[config.mk]
export PLATFORM = sky130hd
export DESIGN_NAME = cellIdExtract
export DESIGN_NICKNAME = d
export VERILOG_FILES = /design/src/rtl/cidPkg.sv /design/src/rtl/cidControl.sv /design/src/rtl/cidDatapath.sv /design/src/rtl/cellIdExtract.sv
export SDC_FILE = /design/constraint.sdc
export NUM_CORES = 1
export LEC_CHECK = 0
export ABC_AREA = 1
export ABC_CLOCK_PERIOD_IN_PS = 2050
export BUFFER_PORTS_ARGS = -buffer_cell sky130_fd_sc_hd__buf_2
export CAP_MARGIN = 40
export CORE_ASPECT_RATIO = 1.2
export CORE_MARGIN = 2
export CORE_UTILIZATION = 34
export DETAILED_ROUTE_END_ITERATION = 7
export SYNTH_ARGS = -nofsm -noshare
export SYNTH_HDL_FRONTEND = slang
export SYNTH_SLANG_ARGS = --single-unit
[constraint.sdc]
create_clock -name clk -period 2.05 [get_ports clk]
set_input_delay 0.1025 -clock clk [delete_from_list [all_inputs] [get_ports clk]]
set_output_delay 0.1025 -clock clk [all_outputs]
set_load 0.01 [all_outputs]
[src/rtl/cidPkg.sv]
package cidPkg;
  localparam int BYTE_W    = 8;
  localparam int HDR_BYTES = 5;
  localparam int VPI_W     = 8;
  localparam int VCI_W     = 16;
  localparam int ID_W      = VPI_W + VCI_W;
  localparam int HDR_W     = BYTE_W * HDR_BYTES;
  localparam int CNT_W     = $clog2(HDR_BYTES + 1);

  typedef struct packed {
    logic                 pipeShift;
    logic                 slotRelease;
    logic [HDR_BYTES-1:0] capLoad;
  } ctlStrobes_t;
endpackage

[src/rtl/cidControl.sv]
module cidControl
  import cidPkg::*;
(
  input  logic        clk,
  input  logic        rstN,
  input  logic        cellStart,
  input  logic        hdrOk,
  output ctlStrobes_t strb
);
  logic [CNT_W-1:0] byteCnt;
  logic [CNT_W-1:0] curIdx;
  logic             inHeader;
  logic             hdrDone;
  logic [HDR_BYTES-1:0] loadVec;

  // index of the byte on byteIn this cycle; a start strobe forces zero
  always_comb begin
    curIdx   = cellStart ? '0 : byteCnt;
    inHeader = cellStart || (byteCnt < CNT_W'(HDR_BYTES));
  end

  for (genvar k = 0; k < HDR_BYTES; k++) begin : gLoad
    assign loadVec[k] = inHeader && (curIdx == CNT_W'(k));
  end

  always_comb begin
    strb.capLoad     = loadVec;
    strb.pipeShift   = inHeader;
    strb.slotRelease = cellStart && hdrDone && hdrOk;
  end

  // counter parks at HDR_BYTES so nothing is captured before the first start
  always_ff @(posedge clk or negedge rstN) begin
    if (!rstN) begin
      byteCnt <= CNT_W'(HDR_BYTES);
    end else if (cellStart) begin
      byteCnt <= CNT_W'(1);
    end else if (byteCnt < CNT_W'(HDR_BYTES)) begin
      byteCnt <= byteCnt + CNT_W'(1);
    end
  end

  always_ff @(posedge clk or negedge rstN) begin
    if (!rstN) begin
      hdrDone <= 1'b0;
    end else if (cellStart) begin
      hdrDone <= 1'b0;
    end else if (loadVec[HDR_BYTES-1]) begin
      hdrDone <= 1'b1;
    end
  end
endmodule

[src/rtl/cidDatapath.sv]
module cidDatapath
  import cidPkg::*;
(
  input  logic              clk,
  input  logic              rstN,
  input  logic [BYTE_W-1:0] byteIn,
  input  ctlStrobes_t       strb,
  output logic              idAvail,
  output logic [ID_W-1:0]   idOut,
  output logic [HDR_W-1:0]  hdrOut
);
  logic [BYTE_W-1:0] pipeStage [HDR_BYTES];
  logic [HDR_W-1:0]  hdrCat;
  logic [VPI_W-1:0]  vpiReg;
  logic [VCI_W-1:0]  vciReg;

  // header pipeline: stage 0 takes the newest byte
  for (genvar k = 0; k < HDR_BYTES; k++) begin : gPipe
    if (k == 0) begin : gHead
      always_ff @(posedge clk or negedge rstN) begin
        if (!rstN)               pipeStage[k] <= '0;
        else if (strb.pipeShift) pipeStage[k] <= byteIn;
      end
    end else begin : gBody
      always_ff @(posedge clk or negedge rstN) begin
        if (!rstN)               pipeStage[k] <= '0;
        else if (strb.pipeShift) pipeStage[k] <= pipeStage[k-1];
      end
    end
    assign hdrCat[(k+1)*BYTE_W-1 -: BYTE_W] = pipeStage[k];
  end

  // identifier field capture, one strobe per header byte
  always_ff @(posedge clk or negedge rstN) begin
    if (!rstN) begin
      vpiReg <= '0;
      vciReg <= '0;
    end else begin
      if (strb.capLoad[0]) vpiReg[7:4]   <= byteIn[3:0];
      if (strb.capLoad[1]) begin
        vpiReg[3:0]   <= byteIn[7:4];
        vciReg[15:12] <= byteIn[3:0];
      end
      if (strb.capLoad[2]) vciReg[11:4]  <= byteIn;
      if (strb.capLoad[3]) vciReg[3:0]   <= byteIn[7:4];
    end
  end

  always_ff @(posedge clk or negedge rstN) begin
    if (!rstN) begin
      idAvail <= 1'b0;
      idOut   <= '0;
      hdrOut  <= '0;
    end else begin
      idAvail <= strb.slotRelease;
      if (strb.slotRelease) begin
        idOut  <= {vpiReg, vciReg};
        hdrOut <= hdrCat;
      end
    end
  end
endmodule

[src/rtl/cellIdExtract.sv]
module cellIdExtract
  import cidPkg::*;
(
  input  logic              clk,
  input  logic              rstN,
  input  logic              cellStart,
  input  logic [BYTE_W-1:0] byteIn,
  input  logic              hdrOk,
  output logic              idAvail,
  output logic [ID_W-1:0]   idOut,
  output logic [HDR_W-1:0]  hdrOut
);
  ctlStrobes_t strb;

  cidControl uCtl (
    .clk       (clk),
    .rstN      (rstN),
    .cellStart (cellStart),
    .hdrOk     (hdrOk),
    .strb      (strb)
  );

  cidDatapath uDp (
    .clk     (clk),
    .rstN    (rstN),
    .byteIn  (byteIn),
    .strb    (strb),
    .idAvail (idAvail),
    .idOut   (idOut),
    .hdrOut  (hdrOut)
  );
endmodule

==> metrics.yaml, run 1 <==
status: "completed"
clk_latency_ns: 0.42
max_freq_mhz: 620.7
net-switching-power_mw: 3.115
clk_pin_slew_ns: 0.06
gp_congestion: 0.8551
io_pins: 77
critPathMostFrequentCell: "nand2_1"
clkPwrFrac: 0.312
synth-async-reset-ratio: 1.000
synth.area.top_cells: "dfrtp_1 65%, nand2_1 15%, o21ai_1 6.4%, inv_1 3.3%, nand3_1 2.0%"
clockRootBuffer: "clkbuf_16"
final_layout_size_suffix_gt1_frac: 0.1969
worstPathRequired_ns: 2.38
setup_viol: 0
routed_wirelength_um: 11110
track_usage: 0.1532
dominantRegCellSynth: "dfrtp_1"
antenna_found_initial: 0
diodes: 0
grt_pass1_wl_um: 18420
leakage_nw: 3.456
cp.arrival_ns: 1.94
die_h_um: 137.8
worst_path_dominant_cell_family: "buffers and inverters"
numCtsBuffers: 17
grt_pass1_vias: 3794
grt_max_degree: 81
ant_nets: 0
post_cts_buffers: 0
synth-edff-count: 0
syn_area_sq_mm: 0.005072
cts_buffer_depth: 2
wire_per_inst_um: 13.31
port_buffers: 76
hold_violations: 0
crit_fanout: 80
row_count: 48
core_area_sq_mm: 0.01447
synthTopCellsByCount: "207 x nand2_1, 131 x dfrtp_1, 65 x o21ai_1"
max_slew_margin: 0.6175
internal_power_mw: 6.598
overflow: 0
crit_chain: "inv_1 -> nand2_1 -> nand2_2 -> buf_12 -> nand2_1 -> o21ai_1"
path_buf_inv: 2
rsz0062_at_grt: "false"
synth-seq-cells: 133
ir_worst_vdd_mv: 0.7193
initial_utilization: 0.3504
tns_ns: 0
fin_skew_ns: 0.008152
synthCells: 534
combPwrFrac: 0.251
vias: 3792
place_hpwl_um: 7616
fin_nets: 635
syn_nets: 547
critPathMaxStageDelay_ns: 0.42
drc: 0
synth.most_common_cell: "nand2_1"
p_per_area_mw_per_mm2: 1525
period_needed_ns: 1.611
end_kind: "flip-flop"
yosys.area.top_type: "dfrtp_1"
fp.dieW_um: 115.5
area_growth_pct: 25.58
dieArea_sq_mm: 0.01592
critPathKind: "reg2reg"
postSynthAreaPerCell_sq_um: 9.499
cts.sinks: 133
htreeDepth: 4
cts_tree: "done"
drtPass1Iterations: 4
hold_ws_ns: 0.1431
tightestPinTransition_ns: 0.5737
viasPerCell: 4.541
synth.distinct_cells: 18
drv_slew: 0
yosys_warnings: 0
ys_seq_area_frac: 0.6566
crit_slowest_cell: "dfrtp_1"
final.period_utilization: 0.7859
p_seq_frac: 0.437
holdPathStages: 4
hp-class: "in2reg"
path_depth: 6
switching_share: 0.3207
first_iter_violations: 246
synth_top_area_frac: 0.6463
cp-start-kind: "flip-flop"
rr_worst_depth: 6
drv_cap: 0
==> cell type report <==
type                       instances  area [sq um]
multi-input combinational        329          1425
tap                              200         250.2
clock inverter                     8         95.09
clock buffer                      24         511.7
inverter                          47         176.4
fill                            1424          8104
timing repair buffer              94         580.6
sequential                       133          3331
==> layout by cell type, fill, tap and decap left out <==
master         netlist  routed
o21ai_1             65      65
buf_2               15      75
nor2_1               3       3
ha_1                 1       1
nand3_4              0       1
nand2_1            207     206
nand3_2              2       1
dfstp_2              2       2
dfrtp_1            131     131
a21oi_1              2       2
o21ai_0             18      18
clkbuf_16            0      17
bufinv_16            0       2
nand2_2              0       1
clkinvlp_4           0       2
inv_2                2       2
clkbuf_1             4       1
buf_4                2       6
inv_1               45      45
nand3_1             20      20
nor2_2               3       3
buf_12               0       3
dlygate4sd3_1        0      10
clkinv_2             0       4
clkbuf_8             0       6
nand4_1              8       8
==> worst min-delay path, cell delays in order <==
cell and delay [ns]:
buf_2 0.11, nand3_4 0.19, nand2_1 0.07, nand2_1 0.05
==> power groups by stage <==
| stage | Clock (mW) | Combinational, mW | Sequential (mW) |
|---|---|---|---|
| 2_1_floorplan | 0 | 1.26 | 4.42 |
| 3_3_place_gp | 0 | 2.39 | 4.27 |
| 3_5_place_dp | 0 | 2.46 | 4.29 |
| 4_1_cts | 3.10 | 2.50 | 4.26 |
| 5_1_grt | 3.22 | 2.82 | 4.38 |
| 6_report | 3.03 | 2.44 | 4.25 |
==> cells by family after synthesis <==
family                     Yosys count  share of synthesized area
AOI/OAI and AO/OA                   85                    0.08387
adders and majority gates            1                   0.002466
buffers and inverters               72                    0.06438
DFF                                133                     0.6566
and+or+nand+nor                    243                     0.1927
==> sequential cells by signal (all words and copies together) (netlist names) <==
signal and flops:
uDp.hdrOut 40, uDp.hdrCat 40, uDp.idOut 24, uDp.vciReg 16, uCtl.hdrDone 1, uDp.vpiReg 8, uDp.idAvail 1, uCtl.byteCnt 3
==> timing repair <==
action / CTS / global route
endpoints found under the setup margin: 0 / 0
hold endpoints to repair: 54 / 0
hold buffers: 10 / 0
gates resized for setup: 0 / 0
==> per-layer routing <==
layer	GRT usage	vias up	share of wire
met1	0.1895	1813	0.45
met3	0.04004	20	0.039
met4	0.08032	0	0.028
li1	-	1871	-
met2	0.2456	88	0.48
met5	0	-	0
==> stage by stage <==
stage            util  instance area, sq um  setup WS, ns  power [mW]  instances
2_1_floorplan       -                  5072        0.7876       5.680        534
3_3_place_gp   0.3913                  5663        0.5489       6.667        793
3_5_place_dp   0.3913                  5663        0.4776       6.751        793
4_1_cts        0.4401                  6370        0.4585       9.856        835
5_1_grt        0.4401                  6370        0.3120       10.42        835
6_report       0.4401                  6370        0.4389       9.713        835
==> final timing paths <==
check	from	to	slack, ns
max reg2reg	uCtl.byteCnt[1]$_DFFE_PN0P_	uDp.hdrCat[25]$_DFFE_PN0P_	0.44
min	hdrOk	uDp.idOut[13]$_DFFE_PN0P_	0.14
max in group asynchronous	rstN	uCtl.byteCnt[0]$_DFFE_PN1P_	1.19
min in group asynchronous	rstN	uDp.hdrOut[14]$_DFFE_PN0P_	0.19
max	uCtl.byteCnt[1]$_DFFE_PN0P_	uDp.hdrCat[25]$_DFFE_PN0P_	0.44
min reg2reg	uDp.vciReg[7]$_DFFE_PN0P_	uDp.idOut[7]$_DFFE_PN0P_	0.47
Note: power is estimated with default switching activity, not from simulation.
==> run 2: changes to the inputs <==
- ABC_CLOCK_PERIOD_IN_PS: 2050 -> 1600
- clock period: 2.05 -> 1.6 ns (I/O delays scaled with it)
==> run 2 against run 1 <==
Against the previous run: fmax up 7.2%; sequential cell count unchanged; global-route usage down 0.26 points; utilization up 0.75 points; highest routed layer unchanged; cell count up 0.24%; total power up 33%.
==> metrics.yaml, run 2 (same netlist as run 1, synthesis figures left out) <==
hold_ws_ns: 0.06274
numCtsBuffers: 17
tns_ns: 0
ant_nets: 0
dpl-instance-area_sq_mm: 0.005703
overflow: 0
grt_max_degree: 81
gp_congestion: 0.8310
diodes: 0
holdPathStages: 3
area_growth_pct: 27.73
final_area_sq_mm: 0.006479
clk_pin_slew_ns: 0.06
leakage_nw: 3.496
final_cell_mix: "206 x nand2_1, 131 x dfrtp_1, 75 x buf_2"
io_pins: 77
fp.dieW_um: 115.5
p_per_area_mw_per_mm2: 1992
cts_tree: "done"
drc: 0
final_common_cell: "nand2_1"
top_usage_layer: "met2"
dieArea_sq_mm: 0.01592
viasPerCell: 4.584
htreeDepth: 4
worstPathRequired_ns: 1.89
end_kind: "flip-flop"
max_slew_margin: 0.7219
port_buffers: 76
setup_viol: 0
total_power_mw: 12.90
crit_fanout: 80
tightestPinTransition_ns: 0.4166
grt_use_met1: 0.1810
row_count: 48
drv_cap: 0
track_usage: 0.1506
rr_startpoint: "uCtl.byteCnt[2]$_DFFE_PN1P_"
fin_skew_ns: 0.004150
critPathKind: "reg2reg"
fin_nets: 637
clockRootBuffer: "clkbuf_16"
cp-start-kind: "flip-flop"
initial_utilization: 0.3504
die_h_um: 137.8
wire_per_inst_um: 13.24
hp-class: "in2reg"
hold_violations: 0
drv_slew: 0
use_met3: 0.04751
grt_pass1_vias: 3730
cp.arrival_ns: 1.79
whs_endpoint: "uDp.hdrOut[0]$_DFFE_PN0P_"
antenna_found_initial: 0
core_area_sq_mm: 0.01447
final_layout_size_suffix_gt1_frac: 0.2025
met2_usage: 0.2433
rsz0062_at_grt: "false"
status: "completed"
cts_buffer_depth: 2
rr_worst_depth: 6
reg2reg_to: "uDp.hdrCat[29]$_DFFE_PN0P_"
first_iter_violations: 209
place_hpwl_um: 7537
vias: 3837
drtPass1Iterations: 5
final.period_utilization: 0.9390
min_from: "hdrOk"
ir_worst_vdd_mv: 0.8078
grt_pass1_wl_um: 18220
period_needed_ns: 1.502
routed_wirelength_um: 11080
cts.sinks: 133
r2r_slack_ns: 0.1
clk_latency_ns: 0.41
max_freq_mhz: 665.6
run 2: repair_timing:
item | 4_1_cts | 5_1_grt
hold buffers | 10 | 0
setup endpoints to repair | 0 | 40
setup buffers | 0 | 0
hold endpoints to repair | 142 | 0
resized for setup | 0 | 2
run 2: worst max path at each step:
stage / to / slack (ns) / cells after the start / startpoint
2_1_floorplan: uDp.vciReg[12]$_DFFE_PN0P_ / 0.34 / 5 / uCtl.byteCnt[0]$_DFFE_PN1P_
3_5_place_dp: uDp.hdrCat[38]$_DFFE_PN0P_ / 0.12 / 6 / uCtl.byteCnt[1]$_DFFE_PN0P_
5_1_grt: uDp.hdrCat[25]$_DFFE_PN0P_ / 0.004 / 6 / uCtl.byteCnt[1]$_DFFE_PN0P_
4_1_cts: uDp.hdrCat[25]$_DFFE_PN0P_ / 0.07 / 6 / uCtl.byteCnt[1]$_DFFE_PN0P_
3_3_place_gp: uDp.hdrCat[1]$_DFFE_PN0P_ / 0.21 / 6 / uCtl.byteCnt[2]$_DFFE_PN1P_
6_report: uDp.hdrCat[29]$_DFFE_PN0P_ / 0.1 / 6 / uCtl.byteCnt[2]$_DFFE_PN1P_
run 2: through the flow:
| stage | worst slack, ns | instances | util |
|---|---|---|---|
| final | 0.09766 | 837 | 0.4476 |
| after detailed placement | 0.1228 | 795 | 0.3940 |
| after CTS | 0.07212 | 837 | 0.4470 |
| after floorplan | 0.3376 | 534 | - |
| after global placement | 0.2064 | 795 | 0.3940 |
| after global routing | 0.004298 | 837 | 0.4476 |
run 2: cell type report:
| class | count | area, sq um |
|---|---|---|
| Clock buffer | 20 | 466.7 |
| Clock inverter | 12 | 200.2 |
| Fill cell | 1417 | 7995 |
| Inverter | 47 | 180.2 |
| Multi-Input combinational cell | 329 | 1430 |
| Sequential cell | 133 | 3331 |
| Tap cell | 200 | 250.2 |
| Timing Repair Buffer | 96 | 620.6 |
run 2: critical path, stage by stage (launching register included):
cell and delay (ns):
dfstp_2 0.60, inv_2 0.13, nor2_2 0.16, nand2_2 0.08, buf_12 0.20, nand2_1 0.10
o21ai_1 0.07
run 2: where the power goes:
group          switching, mW  internal (mW)  total, mW  leakage [nW]
logic                   1.90           1.23       3.13          1.49
registers              0.748           4.71       5.46          1.69
clock network           1.43           2.89       4.32         0.318
total                   4.08           8.83       12.9          3.50
run 2: per-layer routing:
| metal | vias to the layer above | share of wire |
|---|---|---|
| met5 | - | 0 |
| met4 | 0 | 0.028 |
| met3 | 25 | 0.057 |
| met2 | 107 | 0.48 |
| met1 | 1839 | 0.44 |
| li1 | 1866 | - |
